File: config.mk
export PLATFORM = sky130hd
export DESIGN_NAME = lns_muldiv_root
export DESIGN_NICKNAME = d
export VERILOG_FILES = /design/src/rtl/lns_pkg.sv /design/src/rtl/lns_operand_route.sv /design/src/rtl/lns_lane.sv /design/src/rtl/lns_muldiv_root.sv
export SDC_FILE = /design/constraint.sdc
export NUM_CORES = 1
export LEC_CHECK = 0
export BUFFER_PORTS_ARGS = -buffer_cell sky130_fd_sc_hd__clkbuf_2
export CAP_MARGIN = 20
export CORE_MARGIN = 2
export CORE_UTILIZATION = 49
export CTS_BUF_LIST = sky130_fd_sc_hd__clkbuf_8 sky130_fd_sc_hd__clkbuf_16
export DETAILED_ROUTE_END_ITERATION = 6
export PLACE_DENSITY = 0.73
export SYNTH_ARGS = -nofsm -noshare
export SYNTH_HDL_FRONTEND = slang
export SYNTH_SLANG_ARGS = --single-unit
File: constraint.sdc
create_clock -name clk -period 10.8 [get_ports clk]
set_clock_uncertainty 0.05 [all_clocks]
set_input_delay 2.16 -clock clk [delete_from_list [all_inputs] [get_ports clk]]
set_output_delay 2.16 -clock clk [all_outputs]
set_load 0.02 [all_outputs]
File: src/rtl/lns_pkg.sv
package lns_pkg;
  localparam int WORD_W = 32;
  localparam int LOG_W  = WORD_W - 1;

  typedef logic [WORD_W-1:0] lns_word_t;
  typedef logic signed [LOG_W:0] log_ext_t;   // one guard bit above the logarithm

  typedef enum logic [1:0] {
    OP_MUL  = 2'b00,
    OP_DIV  = 2'b01,
    OP_SQRT = 2'b10,
    OP_RSVD = 2'b11
  } lns_op_e;

  localparam lns_word_t ZERO_WORD = {1'b0, 1'b1, {(LOG_W-1){1'b0}}};
  localparam lns_word_t NAN_WORD  = {1'b1, 1'b1, {(LOG_W-1){1'b0}}};

  localparam log_ext_t LOG_MAX = {2'b00, {(LOG_W-1){1'b1}}};
  localparam log_ext_t LOG_MIN = {2'b11, {(LOG_W-1){1'b0}}};

  function automatic logic is_zero(input lns_word_t w);
    return w == ZERO_WORD;
  endfunction

  function automatic logic is_nan(input lns_word_t w);
    return w == NAN_WORD;
  endfunction

  function automatic log_ext_t widen(input lns_word_t w);
    return {w[LOG_W-1], w[LOG_W-1:0]};
  endfunction

  function automatic logic too_big(input log_ext_t s);
    return s > LOG_MAX;
  endfunction

  function automatic logic too_small(input log_ext_t s);
    return s <= LOG_MIN;
  endfunction
endpackage

File: src/rtl/lns_operand_route.sv
module lns_operand_route
  import lns_pkg::*;
#(
  parameter int LANES = 4
) (
  input  logic [LANES*WORD_W-1:0] b_in,
  input  logic                    bcast,
  output logic [LANES*WORD_W-1:0] b_out
);
  generate
    for (genvar k = 0; k < LANES; k++) begin : g_route
      if (k == 0) begin : g_first
        assign b_out[WORD_W-1:0] = b_in[WORD_W-1:0];
      end else begin : g_rest
        assign b_out[k*WORD_W +: WORD_W] =
          bcast ? b_in[WORD_W-1:0] : b_in[k*WORD_W +: WORD_W];
      end
    end
  endgenerate
endmodule

File: src/rtl/lns_lane.sv
module lns_lane
  import lns_pkg::*;
(
  input  lns_op_e   op,
  input  lns_word_t a,
  input  lns_word_t b,
  output lns_word_t y,
  output logic      ovf,
  output logic      unf,
  output logic      nan_in
);
  logic     a_z, b_z, a_n, b_n, sgn;
  log_ext_t sum, dif, pick, half;
  logic     use_range;

  assign a_z  = is_zero(a);
  assign b_z  = is_zero(b);
  assign a_n  = is_nan(a);
  assign b_n  = is_nan(b);
  assign sum  = widen(a) + widen(b);
  assign dif  = widen(a) - widen(b);
  assign half = widen(a) >>> 1;
  assign sgn  = a[WORD_W-1] ^ b[WORD_W-1];
  assign pick = (op == OP_DIV) ? dif : sum;

  assign nan_in = a_n || (b_n && op != OP_SQRT);

  // The range path applies only to multiply/divide with ordinary operands.
  assign use_range = !nan_in && (op == OP_MUL || op == OP_DIV) && !a_z && !b_z;
  assign ovf = use_range && too_big(pick);
  assign unf = use_range && too_small(pick);

  always_comb begin
    y = NAN_WORD;
    if (nan_in) begin
      y = NAN_WORD;
    end else begin
      unique case (op)
        OP_MUL: begin
          if (a_z || b_z)  y = ZERO_WORD;
          else if (ovf)    y = NAN_WORD;
          else if (unf)    y = ZERO_WORD;
          else             y = {sgn, pick[LOG_W-1:0]};
        end
        OP_DIV: begin
          if (b_z)         y = NAN_WORD;
          else if (a_z)    y = ZERO_WORD;
          else if (ovf)    y = NAN_WORD;
          else if (unf)    y = ZERO_WORD;
          else             y = {sgn, pick[LOG_W-1:0]};
        end
        OP_SQRT: begin
          if (a_z)                 y = ZERO_WORD;
          else if (a[WORD_W-1])    y = NAN_WORD;
          else                     y = {1'b0, half[LOG_W-1:0]};
        end
        default: y = NAN_WORD;
      endcase
    end
  end
endmodule

File: src/rtl/lns_muldiv_root.sv
module lns_muldiv_root
  import lns_pkg::*;
#(
  parameter int LANES = 4,
  localparam int VEC_W = LANES * WORD_W
) (
  input  logic             clk,
  input  logic             rst_n,
  input  logic             in_valid,
  input  logic [1:0]       op_sel,
  input  logic             bcast,
  input  logic [VEC_W-1:0] a_vec,
  input  logic [VEC_W-1:0] b_vec,
  output logic [VEC_W-1:0] res_vec,
  output logic             out_valid
);
  logic [VEC_W-1:0] b_eff;
  logic [VEC_W-1:0] lane_y;
  logic [LANES-1:0] lane_ovf, lane_unf, lane_nan;
  lns_op_e          op;

  assign op = lns_op_e'(op_sel);

  lns_operand_route #(.LANES(LANES)) u_route (
    .b_in (b_vec),
    .bcast(bcast),
    .b_out(b_eff)
  );

  generate
    for (genvar k = 0; k < LANES; k++) begin : g_lane
      lns_lane u_lane (
        .op    (op),
        .a     (a_vec[k*WORD_W +: WORD_W]),
        .b     (b_eff[k*WORD_W +: WORD_W]),
        .y     (lane_y[k*WORD_W +: WORD_W]),
        .ovf   (lane_ovf[k]),
        .unf   (lane_unf[k]),
        .nan_in(lane_nan[k])
      );
    end
  endgenerate

  always_ff @(posedge clk) begin
    if (!rst_n) begin
      res_vec   <= '0;
      out_valid <= 1'b0;
    end else begin
      out_valid <= in_valid;
      if (in_valid) res_vec <= lane_y;
    end
  end
endmodule

==> impl_metrics.csv, run 1 <==
group,metric,value,unit
outcome,outcome,"completed",
grt,grt_overflow_total,0,
worst_setup_path,arrival,8.89,ns
die,die_height,197,µm
drt,drt_iter0_drc,2190,
yosys,synth_edf_count,0,
final_layout,multi_input_area,14800,µm²
clock_network,cts-resized-gates,0,
min_path,hp-class,"reg2reg",
worst_setup_path,cp-end-kind,"register",
worst_setup_path,crit_required,11.09,ns
power_and_ir_drop,power_leakage,8.97,nW
yosys,yosys_warnings,0,
worst_setup_path,rrSetupSlack,9.47,ns
grt,grt_pass1_vias,20500,
worst_setup_path,crit_chain,"clkbuf_8, mux2i_1, ha_1, o21ai_0, or2_2, nor2_1, a21oi_1, xor2_1, ha_1, and2_1, a2111oi_0, nor3_1, o21ai_0, nand3_1, a2111oi_0, nor2_1, xnor2_1, or2_1, a21boi_0, a221o_1",
drt,wl,82.5,mm
sta,hold_viol,0,
final_layout,fillCellCount,3514,
sta,slew_viol_final,0,
worst_setup_path,critPathKind,"in2reg",
yosys,synthFlopType,"dfxtp_1",
clock_network,clk_latency,0.46,ns
worst_setup_path,startpoint_type,"input pin",
drt,wl_per_cell,24.9,µm
power_and_ir_drop,p_per_area,132,nW/µm²
yosys,syn_area,18200,µm²
drt,viasPerCell,6.69,
sta,fin_crit,8.60,ns
power_and_ir_drop,power,2.76,mW
grt,antenna_found_initial,21,
placement,io_buffers,390,
clock_network,cts_buffers,17,
clock_network,cts.sinks,129,
placement,dpl_cell_area,20300,µm²
yosys,synth_largest_area_cell,"dfxtp_1",
clock_network,cts_tree,"done",
yosys,seq_area_frac_synth,14.2,%
worst_setup_path,path_max_fanout,137,
grt,grt_use_total,41.1,%
power_and_ir_drop,irDropWorstVdd,0.000120,V
grt,grt_pass1_wl,122,mm
sta,hold_ws,0.431,ns
yosys,synthTopCellsByArea,"dfxtp_1, ha_1, a21oi_1",
yosys,yosysUniqueCellTypes,91,
drt,ant_nets,0,
placement,gp_congestion,1.02,
yosys,synth_nets,2933,
clock_network,clock_path_buffers,2,
die,coreArea,36500,µm²
final_layout,finish.instance_area,21000,µm²
drt,firstDrtPassIters,6,
die,dieArea,38600,µm²
sta,fin_ws,2.20,ns
yosys,netlist_instances,2539,
yosys,synth_seq_cells,129,
sta,min_period_over_period,79.6,%
final_layout,drive_above_1_share,17.2,%
final_layout,fin_nets,3213,
drt,vias,22200,
clock_network,clkSlewWorstSetupHoldPaths,0.06,ns
die,pin_count,391,
clock_network,cts_root_buffer,"clkbuf_16",
clock_network,h-tree-depth,4,
die,initial_core_util,49.7,%
yosys,synth_top_area_share,14.2,%
worst_setup_path,cp_slowest_cell,"or2_1",
flow_run,maxCapViolations,0,
yosys,synthTopCellsByCount,"a21oi_1, nand2_1, nor2_1, o21ai_0, dfxtp_1",
sta,maxSlewHeadroom,21.8,%
die,die_w,197,µm
placement,place_ws,1.83,ns
drt,top_layer_used,"met5",
die,std_cell_rows,70,
drt,wl_met3,8.94,mm
worst_setup_path,slowest_delay,0.80,ns
placement,place_hpwl,67.4,mm
yosys,syn_area_per_cell,7.15,µm²
grt,grt_max_degree,138,
yosys,yosysMostFrequentCell,"a21oi_1",
sta,worstMarginPinSlew,1.17,ns
drt,drc,0,
drt,wl_met2,36.7,mm
sta,setup_viol,0,
sta,finalSetupTns,0,ns
final_layout,synthToLayoutAreaGrowth,15.3,%
yosys,synth_async_sr_flop_share,0,%
sta,max_freq,0.116,GHz
clock_network,cts_hold_buffers,0,
sta,rsz0062_at_grt,"no",
clock_network,post_cts_buffers,0,
final_layout,regArea,2580,µm²
drt,wl_met1,32.7,mm
where the power goes:
group	leakage [nW]	switching, mW	internal, mW	total, mW
clock network	0.312	0.250	0.408	0.658
registers	1.05	0.0276	0.525	0.552
logic	7.60	1.00	0.551	1.55
total	8.97	1.28	1.48	2.76
layout by cell type (no fill, tap or decap), drive strengths merged, types with 10 or more instances in the layout:
cell,count
a21o,55
mux2i,89
or3,20
and3,19
inv,64
a21boi,14
dfxtp,129
nand2,211
a31oi,42
nor4,73
ha,128
o31ai,30
nor3b,15
or4,14
nand3,71
nor4b,16
buf,17
clkbuf,411
nand4,23
o21a,27
nor2b,49
a22oi,47
a21oi,255
xnor2,114
or2,13
o22ai,10
nand2b,19
diode,16
o21ai,186
xor2,103
nor2,197
o21bai,10
nor3,92
a211oi,17
and2,23
o211ai,19
a221o,50
per-layer routing:
layer  vias up  global-route usage (%)
li1      10200                       -
met4        10                    19.6
met3       252                    9.86
met1     10400                    51.6
met2      1359                    66.1
met5         -                       0
cell families (layout without fill, tap and decap cells):
logic type,count (synthesis),count (layout),share of synthesized area (%)
AO/OA/AOI/OAI,869,869,31.1
XOR/XNOR,218,218,10.6
adder cells (fa/ha/maj),132,132,9.26
buffers and inverters,210,502,4.67
flip-flops,129,129,14.2
multiplexers,97,97,5.40
other,0,16,0
AND/OR/NAND/NOR,884,884,24.7
sequential cells by signal, summed over array words and instances, names as in the netlist:
name	count
out_valid	1
res_vec	128
critical path, delay by kind of cell:
family                     cells  cell delay (ns)
AOI/OAI and AO/OA              7             2.23
xor gates and xnor gates       2             0.68
adders and majority gates      2             0.59
buffers and inverters          1             0.75
muxes                          1             0.40
and+or+nand+nor                7             1.99
worst paths after layout:
check / from / cells after the start / end
max reg2reg: res_vec[63] / 6 / res_vec[63]
min reg2reg: res_vec[61] / 1 / res_vec[61]
max: bcast / 20 / res_vec[34]
min: res_vec[61] / 1 / res_vec[61]
metrics by stage:
stage | util, % | std cells
final | 57.4 | 3315
after global routing | 57.3 | 3307
after floorplan | - | 2539
after detailed placement | 55.5 | 3268
after CTS | 57.3 | 3299
after global placement | 55.5 | 3267
area by class of cell:
cell class                      instances  share of cell area [%]
Antenna cell                           16                   0.191
Clock buffer                           21                    2.29
Clock inverter                         10                   0.753
Inverter                               64                    1.15
Multi-Input combinational cell       2200                    70.5
Sequential cell                       129                    12.3
Tap cell                              468                    2.80
Timing Repair Buffer                  407                    10.0
Power figures use the tool's default switching activity.
==> inputs of run 2 (changes only) <==
--- a/config.mk
+++ b/config.mk
@@ -5,13 +5,14 @@
 export SDC_FILE = /design/constraint.sdc
 export NUM_CORES = 1
 export LEC_CHECK = 0
+export ABC_AREA = 1
 export BUFFER_PORTS_ARGS = -buffer_cell sky130_fd_sc_hd__clkbuf_2
 export CAP_MARGIN = 20
 export CORE_MARGIN = 2
 export CORE_UTILIZATION = 49
 export CTS_BUF_LIST = sky130_fd_sc_hd__clkbuf_8 sky130_fd_sc_hd__clkbuf_16
 export DETAILED_ROUTE_END_ITERATION = 6
-export PLACE_DENSITY = 0.73
+export PLACE_DENSITY = 0.74
 export SYNTH_ARGS = -nofsm -noshare
 export SYNTH_HDL_FRONTEND = slang
 export SYNTH_SLANG_ARGS = --single-unit
==> constraint.sdc (replaced) <==
create_clock -name clk -period 7.6 [get_ports clk]
set_clock_uncertainty 0.05 [all_clocks]
set_input_delay 1.52 -clock clk [delete_from_list [all_inputs] [get_ports clk]]
set_output_delay 1.52 -clock clk [all_outputs]
set_load 0.02 [all_outputs]
==> impl_metrics.csv, run 2 <==
group,metric,value,unit
outcome,outcome,"completed",
die,initial_core_util,49.6,%
drt,wl_per_cell,19.1,µm
sta,hold_viol,0,
die,std_cell_rows,77,
final_layout,drive_above_1_share,11.7,%
clock_network,cts_hold_buffers,0,
min_path,hp-start,"res_vec[89]",
clock_network,clock_path_buffers,2,
drt,drc,0,
yosys,yosys_warnings,0,
clock_network,cts_root_buffer,"clkbuf_16",
grt,grt_use_total,41.7,%
final_layout,multi_input_area,16600,µm²
worst_setup_path,rrSetupSlack,6.79,ns
yosys,synthFlopType,"dfxtp_1",
final_layout,regArea,2580,µm²
placement,dpl_cell_area,24200,µm²
drt,ant_nets,0,
yosys,synth_async_sr_flop_share,0,%
yosys,synth_edf_count,0,
yosys,synth_top_area_share,28.6,%
sta,maxSlewHeadroom,25.6,%
power_and_ir_drop,irDropWorstVdd,0.000175,V
yosys,synthTopCellsByArea,"nand2_1, dfxtp_1, inv_1",
worst_setup_path,arrival,6.50,ns
power_and_ir_drop,power_leakage,13.9,nW
sta,slew_viol_final,0,
final_layout,synthToLayoutAreaGrowth,13.6,%
min_path,hp-class,"reg2reg",
sta,rsz0062_at_grt,"no",
drt,drt_iter0_drc,3024,
yosys,seq_area_frac_synth,11.8,%
grt,grt_overflow_total,0,
placement,place_hpwl,81.4,mm
final_layout,utilization,56.4,%
sta,worstMarginPinSlew,1.12,ns
yosys,synthTopCellsByCount,"nand2_1, inv_1, nor2_1, nand3_1, a21oi_1",
power_and_ir_drop,p_per_area,169,nW/µm²
drt,viasPerCell,5.55,
worst_setup_path,rr_startpoint,"res_vec[11]",
grt,antenna_found_initial,8,
clock_network,cts-resized-gates,0,
yosys,netlist_instances,4240,
clock_network,cts.sinks,129,
flow_run,maxCapViolations,0,
min_path,hold_end,"res_vec[89]",
sta,fin_crit,6.12,ns
yosys,syn_area,21900,µm²
clock_network,cts_tree,"done",
yosys,synth_nets,4634,
clock_network,clkSlewWorstSetupHoldPaths,0.06,ns
final_layout,largest-register,"res_vec",
drt,firstDrtPassIters,7,
worst_setup_path,rr_worst_depth,2,
die,die_w,215,µm
sta,min_period_over_period,80.6,%
yosys,syn_area_per_cell,5.17,µm²
die,coreArea,44100,µm²
final_layout,most-common-layout-cells,"nand2_1, inv_1, nor2_1, clkbuf_2, nand3_1",
yosys,synth_largest_area_cell,"nand2_1",
sta,max_freq,0.163,GHz
die,pin_count,391,
die,die_height,215,µm
min_path,hold_path_depth,2,
yosys,synth_seq_cells,129,
worst_setup_path,reg2reg_to,"res_vec[11]",
final_layout,fillCellCount,4955,
worst_setup_path,critPathKind,"in2reg",
clock_network,clk_latency,0.50,ns
worst_setup_path,cp-end-kind,"register",
sta,finalSetupTns,0,ns
worst_setup_path,startpoint_type,"input pin",
grt,grt_pass1_vias,26000,
clock_network,post_cts_buffers,0,
worst_setup_path,crit_required,7.98,ns
final_layout,largest_reg_flops,128,
placement,io_buffers,390,
clock_network,cts_buffers,17,
sta,setup_viol,0,
grt,grt_max_degree,87,
die,dieArea,46400,µm²
drt,vias,28700,
final_layout,fin_nets,4956,
clock_network,h-tree-depth,4,
final_layout,reg.largest.list,"res_vec: 128 flops, out_valid: 1 flops",
drt,wl,99.0,mm
final_layout,finish.instance_area,24900,µm²
placement,gp_congestion,1.05,
grt,grt_pass1_wl,150,mm
yosys,yosysMostFrequentCell,"nand2_1",
yosys,yosysUniqueCellTypes,54,
final_layout,mostFrequentLayoutCell,"nand2_1",
worst_setup_path,path_max_fanout,82,
## run 2: cell types whose count changed in the layout (fill, tap and decap cells not counted), sizes merged, moves of 50 or more
cell	before	now
a221o	50	0
a21o	55	4
nand2	211	1682
a21oi	255	311
xnor2	114	58
nand3	71	325
nor2	197	495
nand4	23	73
o21ai	186	80
mux2i	89	0
inv	64	559
## run 2: how the worst max path moves through the flow
stage,from,end,slack [ns],depth (start not counted)
2_1_floorplan,bcast,res_vec[117],2.26,36
3_3_place_gp,bcast,res_vec[57],1.16,32
3_5_place_dp,bcast,res_vec[118],1.10,27
4_1_cts,bcast,res_vec[118],1.61,27
5_1_grt,bcast,res_vec[118],1.05,32
6_report,bcast,res_vec[107],1.48,27
## run 2: cells by family (layout without fill, tap and decap cells)
kind of cell	Yosys count	after routing	synth area share, %
flops	129	129	11.8
other cells	0	6	0
simple gates	2731	2731	51.8
compound gates	428	428	10.5
xor+xnor	148	148	5.92
buf+inv	672	1007	12.3
fa+ha+maj	132	132	7.68
## run 2: per-layer routing
layer | up-vias | share of wire, % | track usage [%] | wire [µm]
li1 | 14100 | - | - | -
met2 | 1470 | 43 | 65.8 | 42600
met1 | 12900 | 42 | 53.9 | 41200
met3 | 296 | 10 | 9.50 | 10100
met5 | - | 0.023 | 0 | 23
met4 | 4 | 5.2 | 20.0 | 5170
## run 2: worst max-delay path, cell delays in order
cell      delay, ns
clkbuf_2       0.16
inv_4          0.11
buf_12         0.22
nand2_1        0.17
nand2_1        0.16
nor2_1         0.17
nand3_1        0.11
nor3_1         0.35
nand4_1        0.26
nor3_1         0.28
or2_2          0.17
xor2_1         0.21
ha_1           0.32
a21oi_1        0.27
o21ai_0        0.14
a21oi_1        0.19
nand2_1        0.11
nand2_1        0.10
inv_1          0.05
o21ai_0        0.14
nand2_1        0.16
nand3_1        0.14
and2b_4        0.43
nand3_1        0.14
nand2_1        0.10
nand2_1        0.07
a21oi_1        0.13
## run 2: where the power goes
group	internal [mW]	switching, mW
Clock	0.564	0.378
Sequential	0.733	0.0366
Combinational	0.778	1.71
Total	2.07	2.12
## run 2: stage by stage
step | std cells | total power [mW] | hold slack (ns) | setup WS (ns)
after global routing | 5172 | 4.50 | 0.431 | 1.05
after global placement | 5135 | 3.20 | 0.403 | 1.16
after floorplan | 4240 | 2.48 | 0.495 | 2.26
after detailed placement | 5135 | 3.20 | 0.406 | 1.10
after CTS | 5167 | 4.15 | 0.415 | 1.61
final | 5173 | 4.20 | 0.412 | 1.48
## run 2: cell type report
type,instances,area share [%]
diodes,6,0.0603
clock buffers,19,1.82
clock inverters,13,0.729
inverters,559,8.46
multi-input cells,3439,66.9
flip-flops and latches,129,10.4
well taps,592,2.98
repair buffers,416,8.69
